File: src/rtl/bfm_pkg.sv
`timescale 1ns/1ps
package bfm_pkg;
  typedef enum logic {ROUTE_PRI = 1'b0, ROUTE_BYP = 1'b1} route_e;

  localparam int unsigned DEF_DW    = 16;
  localparam int unsigned DEF_DEPTH = 8;
endpackage

File: src/rtl/bfm_pipe.sv
`timescale 1ns/1ps
module bfm_pipe #(
  parameter int unsigned W   = 16,
  parameter int unsigned LAT = 2
) (
  input  logic         clk_i,
  input  logic         rst_ni,
  input  logic         hold_i,
  input  logic         in_valid_i,
  output logic         in_ready_o,
  input  logic [W-1:0] in_data_i,
  output logic         out_valid_o,
  input  logic         out_ready_i,
  output logic [W-1:0] out_data_o
);
  logic         v_q [LAT];
  logic [W-1:0] d_q [LAT];
  logic         adv;

  // whole pipe moves unless the last stage is stuck
  assign adv         = !v_q[LAT-1] || out_ready_i;
  assign in_ready_o  = adv && !hold_i;
  assign out_valid_o = v_q[LAT-1];
  assign out_data_o  = d_q[LAT-1];

  for (genvar i = 0; i < LAT; i++) begin : g_stage
    if (i == 0) begin : g_first
      always_ff @(posedge clk_i or negedge rst_ni) begin
        if (!rst_ni) begin
          v_q[0] <= 1'b0;
          d_q[0] <= '0;
        end else if (adv) begin
          v_q[0] <= in_valid_i && in_ready_o;
          d_q[0] <= in_data_i;
        end
      end
    end else begin : g_next
      always_ff @(posedge clk_i or negedge rst_ni) begin
        if (!rst_ni) begin
          v_q[i] <= 1'b0;
          d_q[i] <= '0;
        end else if (adv) begin
          v_q[i] <= v_q[i-1];
          d_q[i] <= d_q[i-1];
        end
      end
    end
  end

  a_r7_pipe_hold: assert property (@(posedge clk_i) disable iff (!rst_ni)
    out_valid_o && !out_ready_i |=> out_valid_o && $stable(out_data_o));
endmodule

File: src/rtl/bfm_rob.sv
`timescale 1ns/1ps
module bfm_rob #(
  parameter int unsigned W     = 16,
  parameter int unsigned DEPTH = 8,
  localparam int unsigned TW   = $clog2(DEPTH)
) (
  input  logic          clk_i,
  input  logic          rst_ni,
  input  logic          wr_en_i,
  input  logic [TW-1:0] wr_tag_i,
  input  logic [W-1:0]  wr_data_i,
  output logic          out_valid_o,
  input  logic          out_ready_i,
  output logic [W-1:0]  out_data_o
);
  logic [DEPTH-1:0] vld_q;
  logic [W-1:0]     mem_q [DEPTH];
  logic [TW-1:0]    head_q;
  logic             pop;

  assign out_valid_o = vld_q[head_q];
  assign out_data_o  = mem_q[head_q];
  assign pop         = out_valid_o && out_ready_i;

  always_ff @(posedge clk_i or negedge rst_ni) begin
    if (!rst_ni) begin
      vld_q  <= '0;
      head_q <= '0;
    end else begin
      if (wr_en_i) vld_q[wr_tag_i] <= 1'b1;
      if (pop) begin
        vld_q[head_q] <= 1'b0;
        head_q        <= head_q + 1'b1;
      end
    end
  end

  always_ff @(posedge clk_i) begin
    if (wr_en_i) mem_q[wr_tag_i] <= wr_data_i;
  end

  a_r5_slot_free: assert property (@(posedge clk_i) disable iff (!rst_ni)
    wr_en_i |-> !vld_q[wr_tag_i]);
  a_r5_head_retires: assert property (@(posedge clk_i) disable iff (!rst_ni)
    pop |=> !vld_q[$past(head_q)] || $past(wr_en_i && wr_tag_i == head_q));
endmodule

File: src/rtl/bypass_fork_merge.sv
`timescale 1ns/1ps
module bypass_fork_merge
  import bfm_pkg::*;
#(
  parameter int unsigned DW       = DEF_DW,
  parameter int unsigned DEPTH    = DEF_DEPTH,
  parameter int unsigned PRIM_LAT = 4,
  parameter int unsigned BYP_LAT  = 2
) (
  input  logic          clk_i,
  input  logic          rst_ni,
  input  logic          in_valid_i,
  output logic          in_ready_o,
  input  logic [DW-1:0] in_data_i,
  input  logic          prim_block_i,
  output logic          out_valid_o,
  input  logic          out_ready_i,
  output logic [DW-1:0] out_data_o
);
  localparam int unsigned TW = $clog2(DEPTH);
  localparam int unsigned CW = $clog2(DEPTH + 1);
  localparam int unsigned PW = TW + DW;

  logic [TW-1:0] tag_q;
  logic [CW-1:0] inflight_q;
  logic          credit_ok, in_fire, out_fire;
  route_e        route;

  logic          prim_in_rdy, prim_in_vld, prim_ov;
  logic          byp_in_rdy, byp_in_vld, byp_ov, byp_or;
  logic [PW-1:0] prim_od, byp_od, entry;

  logic          rob_wr;
  logic [PW-1:0] rob_sel;

  // fork
  assign credit_ok   = inflight_q < CW'(DEPTH);
  assign route       = prim_in_rdy ? ROUTE_PRI : ROUTE_BYP;
  assign in_ready_o  = credit_ok && (prim_in_rdy || byp_in_rdy);
  assign in_fire     = in_valid_i && in_ready_o;
  assign prim_in_vld = in_fire && (route == ROUTE_PRI);
  assign byp_in_vld  = in_fire && (route == ROUTE_BYP);
  assign entry       = {tag_q, in_data_i};
  assign out_fire    = out_valid_o && out_ready_i;

  always_ff @(posedge clk_i or negedge rst_ni) begin
    if (!rst_ni) begin
      tag_q      <= '0;
      inflight_q <= '0;
    end else begin
      if (in_fire) tag_q <= tag_q + 1'b1;
      case ({in_fire, out_fire})
        2'b10:   inflight_q <= inflight_q + 1'b1;
        2'b01:   inflight_q <= inflight_q - 1'b1;
        default: inflight_q <= inflight_q;
      endcase
    end
  end

  bfm_pipe #(.W(PW), .LAT(PRIM_LAT)) u_prim (
    .clk_i, .rst_ni,
    .hold_i     (prim_block_i),
    .in_valid_i (prim_in_vld),
    .in_ready_o (prim_in_rdy),
    .in_data_i  (entry),
    .out_valid_o(prim_ov),
    .out_ready_i(1'b1),
    .out_data_o (prim_od)
  );

  bfm_pipe #(.W(PW), .LAT(BYP_LAT)) u_byp (
    .clk_i, .rst_ni,
    .hold_i     (1'b0),
    .in_valid_i (byp_in_vld),
    .in_ready_o (byp_in_rdy),
    .in_data_i  (entry),
    .out_valid_o(byp_ov),
    .out_ready_i(byp_or),
    .out_data_o (byp_od)
  );

  // merge: fixed priority to primary
  assign byp_or  = !prim_ov;
  assign rob_wr  = prim_ov || byp_ov;
  assign rob_sel = prim_ov ? prim_od : byp_od;

  bfm_rob #(.W(DW), .DEPTH(DEPTH)) u_rob (
    .clk_i, .rst_ni,
    .wr_en_i    (rob_wr),
    .wr_tag_i   (rob_sel[PW-1:DW]),
    .wr_data_i  (rob_sel[DW-1:0]),
    .out_valid_o(out_valid_o),
    .out_ready_i(out_ready_i),
    .out_data_o (out_data_o)
  );

  a_r4_no_overflow: assert property (@(posedge clk_i) disable iff (!rst_ni)
    inflight_q <= CW'(DEPTH));
  a_r4_full_stall: assert property (@(posedge clk_i) disable iff (!rst_ni)
    inflight_q == CW'(DEPTH) |-> !in_ready_o);
  a_r3_blocked_to_bypass: assert property (@(posedge clk_i) disable iff (!rst_ni)
    in_fire && prim_block_i |-> byp_in_vld && !prim_in_vld);
  a_r2_free_to_primary: assert property (@(posedge clk_i) disable iff (!rst_ni)
    in_fire && !prim_block_i |-> prim_in_vld);
  a_r6_bypass_waits: assert property (@(posedge clk_i) disable iff (!rst_ni)
    prim_ov && byp_ov |=> byp_ov && $stable(byp_od));
  a_r7_out_stable: assert property (@(posedge clk_i) disable iff (!rst_ni)
    out_valid_o && !out_ready_i |=> out_valid_o && $stable(out_data_o));
endmodule

File: config.mk
export PLATFORM = sky130hd
export DESIGN_NAME = bypass_fork_merge
export DESIGN_NICKNAME = d
export VERILOG_FILES = /design/src/rtl/bfm_pkg.sv /design/src/rtl/bfm_pipe.sv /design/src/rtl/bfm_rob.sv /design/src/rtl/bypass_fork_merge.sv
export SDC_FILE = /design/constraint.sdc
export NUM_CORES = 1
export LEC_CHECK = 0
export BUFFER_PORTS_ARGS = -buffer_cell sky130_fd_sc_hd__buf_2
export CORE_MARGIN = 1.5
export CORE_UTILIZATION = 55
export DETAILED_ROUTE_END_ITERATION = 7
export PLACE_DENSITY = 0.75
export SYNTH_ARGS = -nofsm -noshare
export SYNTH_HDL_FRONTEND = slang
export SYNTH_SLANG_ARGS = --single-unit
File: constraint.sdc
create_clock -name clk_i -period 2.5 [get_ports clk_i]
set_input_delay 0.125 -clock clk_i [delete_from_list [all_inputs] [get_ports clk_i]]
set_output_delay 0.125 -clock clk_i [all_outputs]
set_load 0.1 [all_outputs]
[Word-level counts from Yosys, hierarchy flattened]
Memory sizes are Yosys's and may differ from the RTL's.
Index checks and enable logic that the tools add are counted.
Operators by class
  $add $sub $neg: 4
  order comparisons: 5
  equality and inequality tests: 2
  multiplexer cells: 13
  bitwise operators: 3
  reductions and logical operators: 16
Operators with widths (number)
  $mux W19: 1
  $mux W8: 2
  $logic_and A1 B1 Y1: 9
  $and A8 B8 Y8: 1
  $lt A3 B4 Y1 const B: 2
  $not A8 Y8: 1
  $or A8 B8 Y8: 1
  $pmux W4 S2: 1
  $add A3 B1 Y3 const B: 2
  $demux W1 S3: 2
  $ge A3 B1 Y1 const B: 2
  $mux W1: 6
  $add A4 B1 Y4 const B: 1
  $lt A4 B4 Y1 const B: 1
  $sub A4 B1 Y4 const B: 1
  $bmux W1 S3: 1
  $logic_not A1 Y1: 3
  $logic_or A1 B1 Y1: 3
  $eq A2 B1 Y1 const B: 1
  $eq A2 B2 Y1 const B: 1
  $reduce_bool A2 Y1: 1
Storage, ports and cells
  bits in registers: 138
  RAM bits: 128
  bits of input ports: 21
  output and inout port bits: 18
  logic and storage cells: 60
  memories kept: 1
Memories
  u_rob.mem_q: words 8, bits a word 16, read ports 1, clocked after Yosys merged registers in 0, write ports 1, line bfm_rob.sv:17  | logic [W-1:0] mem_q [DEPTH];

[Logic depth before layout (Yosys ltp)]
Gate-level depths: netlist of the first run.
  word-level depth: 9
  depth in mapped cells: 13
  gate-level depth less buffers: 11

[Cells and area by module]
A second synthesis of the first run with hierarchy kept.
Unflattened totals
  cell total of the unflattened synthesis: 610
  area, all modules: 11568.6 um2
Modules (own cells, without submodules)
  bfm_rob: times used 1, cells an instance 237, area an instance 5456.5 um2, seq. area each 4119.0 um2
  bfm_pipe (u_prim): times used 1, cells an instance 191, area an instance 3537.1 um2, seq. area each 2001.9 um2
  bfm_pipe (u_byp): times used 1, cells an instance 107, area an instance 1844.3 um2, seq. area each 1001.0 um2
  bypass_fork_merge: times used 1, cells an instance 75, area an instance 730.7 um2, seq. area each 175.2 um2

[Worst setup path before layout of the first run]
No wires, ideal clock.
  path kind: reg-to-reg
  from: register u_prim.v_q, in the netlist u_prim.out_valid_o
  to: register inflight_q[2]
  setup time: 125 ps
  data arrival time: 3788 ps
  required time: 2375 ps
  setup slack: -1413 ps
  cell stages (with the launch flop): 10
  cell sequence: dfrtp_1 a31oi_1 nand2_1 ha_1 xor2_1 ha_1 a21oi_1 xor2_1 nor2_1 xor2_1
Between the ends
  word-level cells in the longest chain between the ends: 7
  elaborated cells on any way between the ends: 9
Ends and longest elaborated chain
  start, declared: line bfm_pipe.sv:16  | logic v_q [LAT];
  start signal, assigned by index: line bfm_pipe.sv:43  | v_q[i] <= v_q[i-1];
  $logic_not A1 Y1 *: line bypass_fork_merge.sv:83  | assign byp_or = !prim_ov;
  $logic_or A1 B1 Y1 *: line bfm_pipe.sv:21  | assign adv = !v_q[LAT-1] || out_ready_i;
  $logic_or A1 B1 Y1 *: line bypass_fork_merge.sv:39  | assign in_ready_o = credit_ok && (prim_in_rdy || byp_in_rdy);
  $logic_and A1 B1 Y1 *: line bypass_fork_merge.sv:39
  via in_ready_o: line bypass_fork_merge.sv:13  | output logic in_ready_o,
  $logic_and A1 B1 Y1 *: line bypass_fork_merge.sv:40  | assign in_fire = in_valid_i && in_ready_o;
  $eq A2 B1 Y1 or $eq A2 B2 Y1 (tied branches): line bypass_fork_merge.sv:52  | case ({in_fire, out_fire})
  $pmux W4 S2 or $reduce_bool A2 Y1 (tied branches)
  end signal, assigned: line bypass_fork_merge.sv:53  | 2'b10: inflight_q <= inflight_q + 1'b1;
  end signal, assigned: line bypass_fork_merge.sv:54  | 2'b01: inflight_q <= inflight_q - 1'b1;
  end signal, assigned: line bypass_fork_merge.sv:55  | default: inflight_q <= inflight_q;
  end, declared: line bypass_fork_merge.sv:25  | logic [CW-1:0] inflight_q;
The timed path passes the listed nets; every way through them passes the cells marked *.
A chain may end at the register's enable or synchronous reset.

[Final worst setup path of the first run]
  from: register u_rob.head_q[0]
  to: output port out_data_o[7]
Between the ends
  word-level cells in the longest chain between the ends: 1
Ends and longest elaborated chain
  start, declared: line bfm_rob.sv:18  | logic [TW-1:0] head_q;
  start signal, assigned: line bfm_rob.sv:33  | head_q <= head_q + 1'b1;
  $mem_v2 Z8 W16
  end, declared: line bypass_fork_merge.sv:18  | output logic [DW-1:0] out_data_o
Every way passes these cells.

==> results of run 1 <==
[metal layers]
layer / wire length, um / up-vias
li1: - / 1995
met1: 7150 / 2308
met2: 7990 / 121
met3: 794 / 29
met4: 267 / 0
met5: 0 / -
[kinds of logic (layout without fill, tap and decap cells)]
group | count (synthesis) | after routing
buffers and inverters | 24 | 135
AOI/OAI and AO/OA | 23 | 23
adders and majority gates | 5 | 5
xor gates and xnor gates | 9 | 9
DFF | 266 | 266
muxes | 108 | 108
and+or+nand+nor | 37 | 37
[layout by cell type, fill, tap and decap left out, types with 2 or more instances in the layout]
cell | netlist | routed
xnor2_1 | 6 | 6
clkinv_1 | 0 | 3
nand2b_1 | 5 | 5
clkbuf_4 | 0 | 3
dlygate4sd3_1 | 0 | 21
inv_1 | 5 | 5
nand3_1 | 3 | 3
xor2_1 | 3 | 3
clkbuf_16 | 0 | 25
buf_4 | 0 | 26
mux2_2 | 72 | 72
clkinv_2 | 0 | 7
buf_2 | 8 | 26
buf_12 | 3 | 3
a21oi_1 | 4 | 3
dfrtp_1 | 138 | 137
ha_1 | 5 | 3
nor2_1 | 14 | 13
a32oi_1 | 2 | 2
edfxtp_1 | 128 | 128
mux4_2 | 13 | 13
buf_6 | 1 | 6
o22a_1 | 2 | 2
clkbuf_1 | 3 | 4
clkbuf_8 | 0 | 3
nand2_1 | 8 | 7
mux2i_1 | 4 | 3
o32a_1 | 6 | 6
mux4_1 | 19 | 19
[cell type report]
type | count | area (um^2) | area share, %
multi-input cells | 182 | 2200 | 19.6
well taps | 225 | 282 | 2.50
flip-flops and latches | 266 | 7300 | 64.8
clock buffers | 34 | 697 | 6.19
repair buffers | 84 | 703 | 6.24
clock inverters | 12 | 60.1 | 0.533
inverters | 5 | 18.8 | 0.167
[per-stage QoR]
stage / TNS, ns / cells / setup WS, ns
2_1_floorplan: 0 / 472 / 0.0218
5_1_grt: -0.151 / 808 / -0.0786
6_report: 0 / 808 / 0.0380
3_5_place_dp: 0 / 735 / 0.0769
4_1_cts: 0 / 806 / 0.00136
3_3_place_gp: 0 / 735 / 0.136
[worst reg2reg max path, cell delays in order, from the launching register on]
cell and delay, ns:
dfrtp_2 0.44, buf_4 0.16, mux2i_1 0.18, nor2_2 0.08, o31ai_2 0.28, inv_1 0.14, ha_4 0.19, xor2_1 0.17
ha_2 0.20, a21oi_2 0.04, xor2_1 0.16, nor2_1 0.14, xor2_1 0.17
[what timing repair did]
item,in CTS,in global routing
hold endpoints to repair,109,0
endpoints found under the setup margin,16,12
gates cloned,1,0
pin swaps,1,3
setup buffers,3,2
hold buffers,21,0
gates resized for setup,8,24
[power breakdown]
part / internal [W] / switching (W) / total, W
clock: 0.00195 / 0.00148 / 0.00343
sequential: 0.00540 / 0.000342 / 0.00574
combinational: 0.00181 / 0.00335 / 0.00516
[state kept, by name, summed over array words and instances, names as in the netlist]
name / flops
inflight_q: 4
tag_q: 3
u_byp.d_q: 19
u_byp.out_data_o: 19
u_byp.out_valid_o: 1
u_byp.v_q: 1
u_prim.d_q: 57
u_prim.out_data_o: 19
u_prim.out_valid_o: 1
u_prim.v_q: 3
u_rob.head_q: 3
u_rob.mem_q: 128
u_rob.vld_q: 8
[how the worst max path moves through the flow]
| stage | from | endpoint | slack [ns] | cells past startpoint |
|---|---|---|---|---|
| after floorplan | u_byp.out_valid_o$_DFFE_PN0P_ | inflight_q[2]$_DFFE_PN0P_ | 0.02 | 9 |
| after global placement | u_rob.head_q[0]$_DFFE_PN0N_ | inflight_q[2]$_DFFE_PN0P_ | 0.14 | 11 |
| after detailed placement | u_rob.head_q[0]$_DFFE_PN0N_ | inflight_q[2]$_DFFE_PN0P_ | 0.08 | 11 |
| after CTS | u_rob.head_q[0]$_DFFE_PN0N_ | out_data_o[1] | 0.001 | 5 |
| after global routing | u_rob.head_q[0]$_DFFE_PN0N_ | inflight_q[2]$_DFFE_PN0P_ | -0.08 | 12 |
| final | u_rob.head_q[0]$_DFFE_PN0N_ | out_data_o[7] | 0.04 | 5 |
==> impl_metrics.env, run 1 <==
export IMPL_status="finished, final reports clean"
export IMPL_ys_types=39
export IMPL_root_buffer="clkbuf_16"
export IMPL_grt_max_degree=75
export IMPL_ff2ff_setup_slack_ns=0.08
export IMPL_h_tree_depth=1
export IMPL_syn_num_nets=498
export IMPL_synth_compound_area_share_pct=1.88
export IMPL_diodes=0
export IMPL_criticalPathCategory="register to primary output"
export IMPL_grt_pass1_wl_um=25500
export IMPL_drv_slew=0
export IMPL_grt_total_usage_pct=18.6
export IMPL_cp_start_kind="register"
export IMPL_die_h_um=135
export IMPL_reg2regPathDepth=12
export IMPL_clockBufferDepth=3
export IMPL_grtUsageMet1_pct=26.4
export IMPL_path_max_fanout=15
export IMPL_grt_pass1_vias=4709
export IMPL_fin_util_pct=65.6
export IMPL_finClkSkew_ns=0.0130
export IMPL_numCtsBuffers=25
export IMPL_finalHoldViolCount=0
export IMPL_cts_sinks=266
export IMPL_core_area_um2=17200
export IMPL_maxCapViolations=0
export IMPL_yosysSeqAreaShare_pct=76.0
export IMPL_crit_chain="buf_4 > buf_12 > mux4_1 > mux2_2 > buf_2"
export IMPL_drt_iter0_markers=189
export IMPL_die_x_um=135
export IMPL_synth_top_family_by_area="multiplexers"
export IMPL_rr_startpoint="u_rob.head_q[0]$_DFFE_PN0N_"
export IMPL_die_area_um2=18200
export IMPL_wire_per_inst_um=20.0
export IMPL_ys_ff_latch=266
export IMPL_drt_pass1_iter_count=4
export IMPL_busiest_layer="met2"
export IMPL_nFillCells=1181
export IMPL_setup_viol=0
export IMPL_synthCells=472
export IMPL_met2_usage_pct=30.4
export IMPL_synth_edf_count=128
export IMPL_globalplace_congestion=0.779
export IMPL_start_util_pct=55.9
export IMPL_peakVddDrop_v=0.000903
export IMPL_end_kind="primary output"
export IMPL_gr_total_overflow=0
export IMPL_yosys_area_share_adder_pct=0.652
export IMPL_tritoncts="done"
export IMPL_synthArstFlopShare_pct=51.9
export IMPL_required_ns=2.38
export IMPL_layout_min_cycle_time_ns=2.46
export IMPL_drtAntennaViolNets=0
export IMPL_synth_xor_area_share_pct=0.821
export IMPL_use_met3_pct=3.04
export IMPL_r2r_end="inflight_q[2]$_DFFE_PN0P_"
export IMPL_ioPinCount=39
export IMPL_worst_pin_slew_ns=0.662
export IMPL_synthTopCellsByCount="dfrtp_1 (138), edfxtp_1 (128), mux2_2 (72)"
export IMPL_hold_path_class="input port to asynchronous set/reset pin"
export IMPL_synth_area_leaders="edfxtp_1 (40%), dfrtp_1 (36%), mux2_2 (8.4%)"
export IMPL_rows=48
export IMPL_dp_hpwl_um=9370
export IMPL_syn2layout_area_growth_pct=17.3
export IMPL_power_total_w=0.0143
export IMPL_syn_avg_cell_area_um2=20.3
export IMPL_drc=0
export IMPL_cp_arrival_ns=2.34
export IMPL_wirelength_um=16200
export IMPL_cp_slowest_cell="mux4_1"
export IMPL_drive_gt1_share_pct=34.0
export IMPL_syn_area_um2=9600
export IMPL_place_area_um2=10100
export IMPL_relSlewSlack_pct=55.9
export IMPL_vias=4453
export IMPL_muxShareOfSynthArea_pct=17.1
export IMPL_portBuffers=38
export IMPL_holdWs_ns=0.192
export IMPL_antenna_found_initial=0
export IMPL_yosysTopAreaCellShare_pct=40.1
export IMPL_path_buf_inv=3
export IMPL_p_per_area_nw_per_um2=1270
export IMPL_synth_top_cell_by_area="edfxtp_1"
export IMPL_rsz0062_at_grt="true"
export IMPL_cp_top_family="multiplexers"
export IMPL_ys_warn_count=0
export IMPL_synthFlopType="dfrtp_1"
export IMPL_vias_per_cell=5.51
export IMPL_fin_crit_sh_pct=98.5
export IMPL_fmax_ghz=0.406
export IMPL_path_clk_slew_ns=0.06
export IMPL_clk_latency_ns=0.51
export IMPL_synth_most_common_cell="dfrtp_1"
export IMPL_p_leak_nw=4.37
export IMPL_fin_area_um2=11300
export IMPL_synthSimpleGateAreaFrac_pct=1.86
export IMPL_nets=590
export IMPL_cpPeakStageDelay_ns=0.55
(Power assumes the default switching activity.)
==> inputs of run 2 (changes only) <==
==> constraint.sdc (replaced) <==
create_clock -name clk_i -period 2.5 [get_ports clk_i]
set_input_delay 0.125 -clock clk_i [delete_from_list [all_inputs] [get_ports clk_i]]
set_output_delay 0.125 -clock clk_i [all_outputs]
set_load 0.01 [all_outputs]
==> run 2 against run 1 <==
Net effect:
- sequential cell count is the same
- largest cell class unchanged
- sequential power about the same
- clock power rose by 4%
- largest power group unchanged
- critical path depth down 1
- first-iteration DRC count rose by 76%
- wire length is 3.0% lower
- global-route usage is 0.55 points lower
- combinational power fell by 40%
- maximum frequency up 0.42%
- count of clock-buffer cells in the layout increased by 2
- non-clock buffer count decreased by 3
- via count decreased by 0.72%
==> impl_metrics.env, run 2 (synthesis results as in run 1) <==
export IMPL_gr_total_overflow=0
export IMPL_seqCellArea_um2=7300
export IMPL_layout_min_cycle_time_ns=2.45
export IMPL_rows=48
export IMPL_drtAntennaViolNets=0
export IMPL_fin_area_um2=11100
export IMPL_dp_hpwl_um=9160
export IMPL_post_place_ws_ns=-0.0634
export IMPL_tritoncts="done"
export IMPL_largest_register_ffs=128
export IMPL_combPwrFrac_pct=24.9
export IMPL_p_int_w=0.00902
export IMPL_vias=4421
export IMPL_hold_path_class="input port to asynchronous set/reset pin"
export IMPL_numCtsBuffers=25
export IMPL_layout_commonest_cell="dfrtp_1"
export IMPL_globalplace_congestion=0.719
export IMPL_final_cell_mix="dfrtp_1 (136), edfxtp_1 (128), mux2_2 (72)"
export IMPL_vias_per_cell=5.49
export IMPL_cts_sinks=266
export IMPL_grt_total_usage_pct=18.1
export IMPL_finalWorstSetupSlack_ns=0.0483
export IMPL_fmax_ghz=0.408
export IMPL_multiInputGateArea_um2=2170
export IMPL_p_leak_nw=4.33
export IMPL_p_seq_share_pct=46.3
export IMPL_required_ns=2.38
export IMPL_die_area_um2=18200
export IMPL_end_kind="primary output"
export IMPL_drc=0
export IMPL_criticalPathCategory="register to primary output"
export IMPL_finalHoldViolCount=0
export IMPL_clk_latency_ns=0.51
export IMPL_grt_max_degree=76
export IMPL_drive_gt1_share_pct=32.9
export IMPL_h_tree_depth=1
export IMPL_nets=587
export IMPL_finClkSkew_ns=0.00769
export IMPL_drt_pass1_iter_count=4
export IMPL_maxCapViolations=0
export IMPL_place_area_um2=10100
export IMPL_peakVddDrop_v=0.000655
export IMPL_syn2layout_area_growth_pct=16.1
export IMPL_sw_frac_of_total_pct=27.3
export IMPL_setup_viol=0
export IMPL_die_x_um=135
export IMPL_antenna_found_initial=0
export IMPL_root_buffer="clkbuf_16"
export IMPL_wire_per_inst_um=19.5
export IMPL_nFillCells=1167
export IMPL_worst_pin_slew_ns=0.552
export IMPL_start_util_pct=55.9
export IMPL_rsz0062_at_grt="true"
export IMPL_clockPowerShare_pct=28.8
export IMPL_status="finished, final reports clean"
export IMPL_grt_pass1_vias=4667
export IMPL_diodes=0
export IMPL_fin_crit_sh_pct=98.1
export IMPL_wirelength_um=15700
export IMPL_top_regs="u_rob.mem_q x128, u_prim.d_q x57"
export IMPL_drv_slew=0
export IMPL_core_area_um2=17200
export IMPL_p_switching_w=0.00338
export IMPL_path_clk_slew_ns=0.06
export IMPL_clockBufferDepth=3
export IMPL_p_per_area_nw_per_um2=1110
export IMPL_portBuffers=38
export IMPL_relSlewSlack_pct=63.2
export IMPL_grt_pass1_wl_um=25200
export IMPL_path_max_fanout=22
export IMPL_ioPinCount=39
export IMPL_setup_tns_ns=0
export IMPL_drt_iter0_markers=333
export IMPL_largest_register="u_rob.mem_q"
export IMPL_cp_start_kind="register"
export IMPL_die_h_um=135
export IMPL_cp_arrival_ns=2.33
-- run 2: changes by cell type in the layout (fill, tap and decap cells not counted), moves of 2 or more --
| cell | delta |
|---|---|
| clkinv_2 | -3 |
| buf_6 | -4 |
| buf_12 | -2 |
| buf_4 | -5 |
| clkbuf_1 | +2 |
| clkbuf_4 | -2 |
| buf_2 | +11 |
-- run 2: cell type report --
type | count | share of cell area [%]
well taps | 225 | 2.53
clock inverters | 10 | 0.685
repair buffers | 81 | 5.26
clock buffers | 36 | 6.38
inverters | 5 | 0.168
flip-flops and latches | 266 | 65.5
multi-input cells | 182 | 19.5
-- run 2: what timing repair did --
item	in CTS	in global routing
buffers inserted	0	2
pin swaps	1	3
hold buffers	20	0
gates resized for setup	3	5
gates cloned	0	0
setup endpoints to repair	11	5
endpoints found under the hold margin	99	0
-- run 2: path summary, 6_finish.rpt --
path	startpoint	end	slack, ns	depth (start not counted)
max reg2reg	u_rob.head_q[0]$_DFFE_PN0N_	inflight_q[2]$_DFFE_PN0P_	0.07	11
min	rst_ni	u_byp.out_data_o[3]$_DFFE_PN0P_	0.16	2
max	u_rob.head_q[0]$_DFFE_PN0N_	out_data_o[8]	0.05	4
max in group asynchronous	rst_ni	u_rob.head_q[2]$_DFFE_PN0N_	1.52	3
min in group clk_i	in_data_i[1]	u_prim.d_q[58]$_DFF_PN0_	0.27	2
min reg2reg	u_prim.d_q[28]$_DFF_PN0_	u_prim.out_data_o[9]$_DFF_PN0_	0.34	0
-- run 2: power groups by stage --
stage	clock network, W	logic [W]	registers [W]
5_1_grt	0.00381	0.00336	0.00582
6_report	0.00357	0.00309	0.00575
2_1_floorplan	0	0.00225	0.00568
3_5_place_dp	0	0.00303	0.00582
3_3_place_gp	0	0.00292	0.00575
4_1_cts	0.00364	0.00309	0.00574
-- run 2: critical path, stage by stage (launching register included) --
cell     delay, ns
dfrtp_2       0.48
buf_6         0.30
mux4_1        0.61
mux2_2        0.28
buf_2         0.14
-- run 2: through the flow --
step	hold WS [ns]	cells	util, %	total power (W)
2_1_floorplan	-0.171	472	-	0.00793
3_3_place_gp	0.123	737	58.9	0.00867
3_5_place_dp	0.136	737	58.9	0.00885
4_1_cts	0.177	803	64.7	0.0125
5_1_grt	0.221	805	64.9	0.0130
6_report	0.158	805	64.9	0.0124
-- run 2: routing by layer --
| layer | global-route usage, % | part of all wire, % |
|---|---|---|
| met2 | 29.8 | 50 |
| met4 | 4.66 | 1.4 |
| met3 | 2.33 | 4.1 |
| met5 | 0 | 0 |
| met1 | 26.0 | 45 |
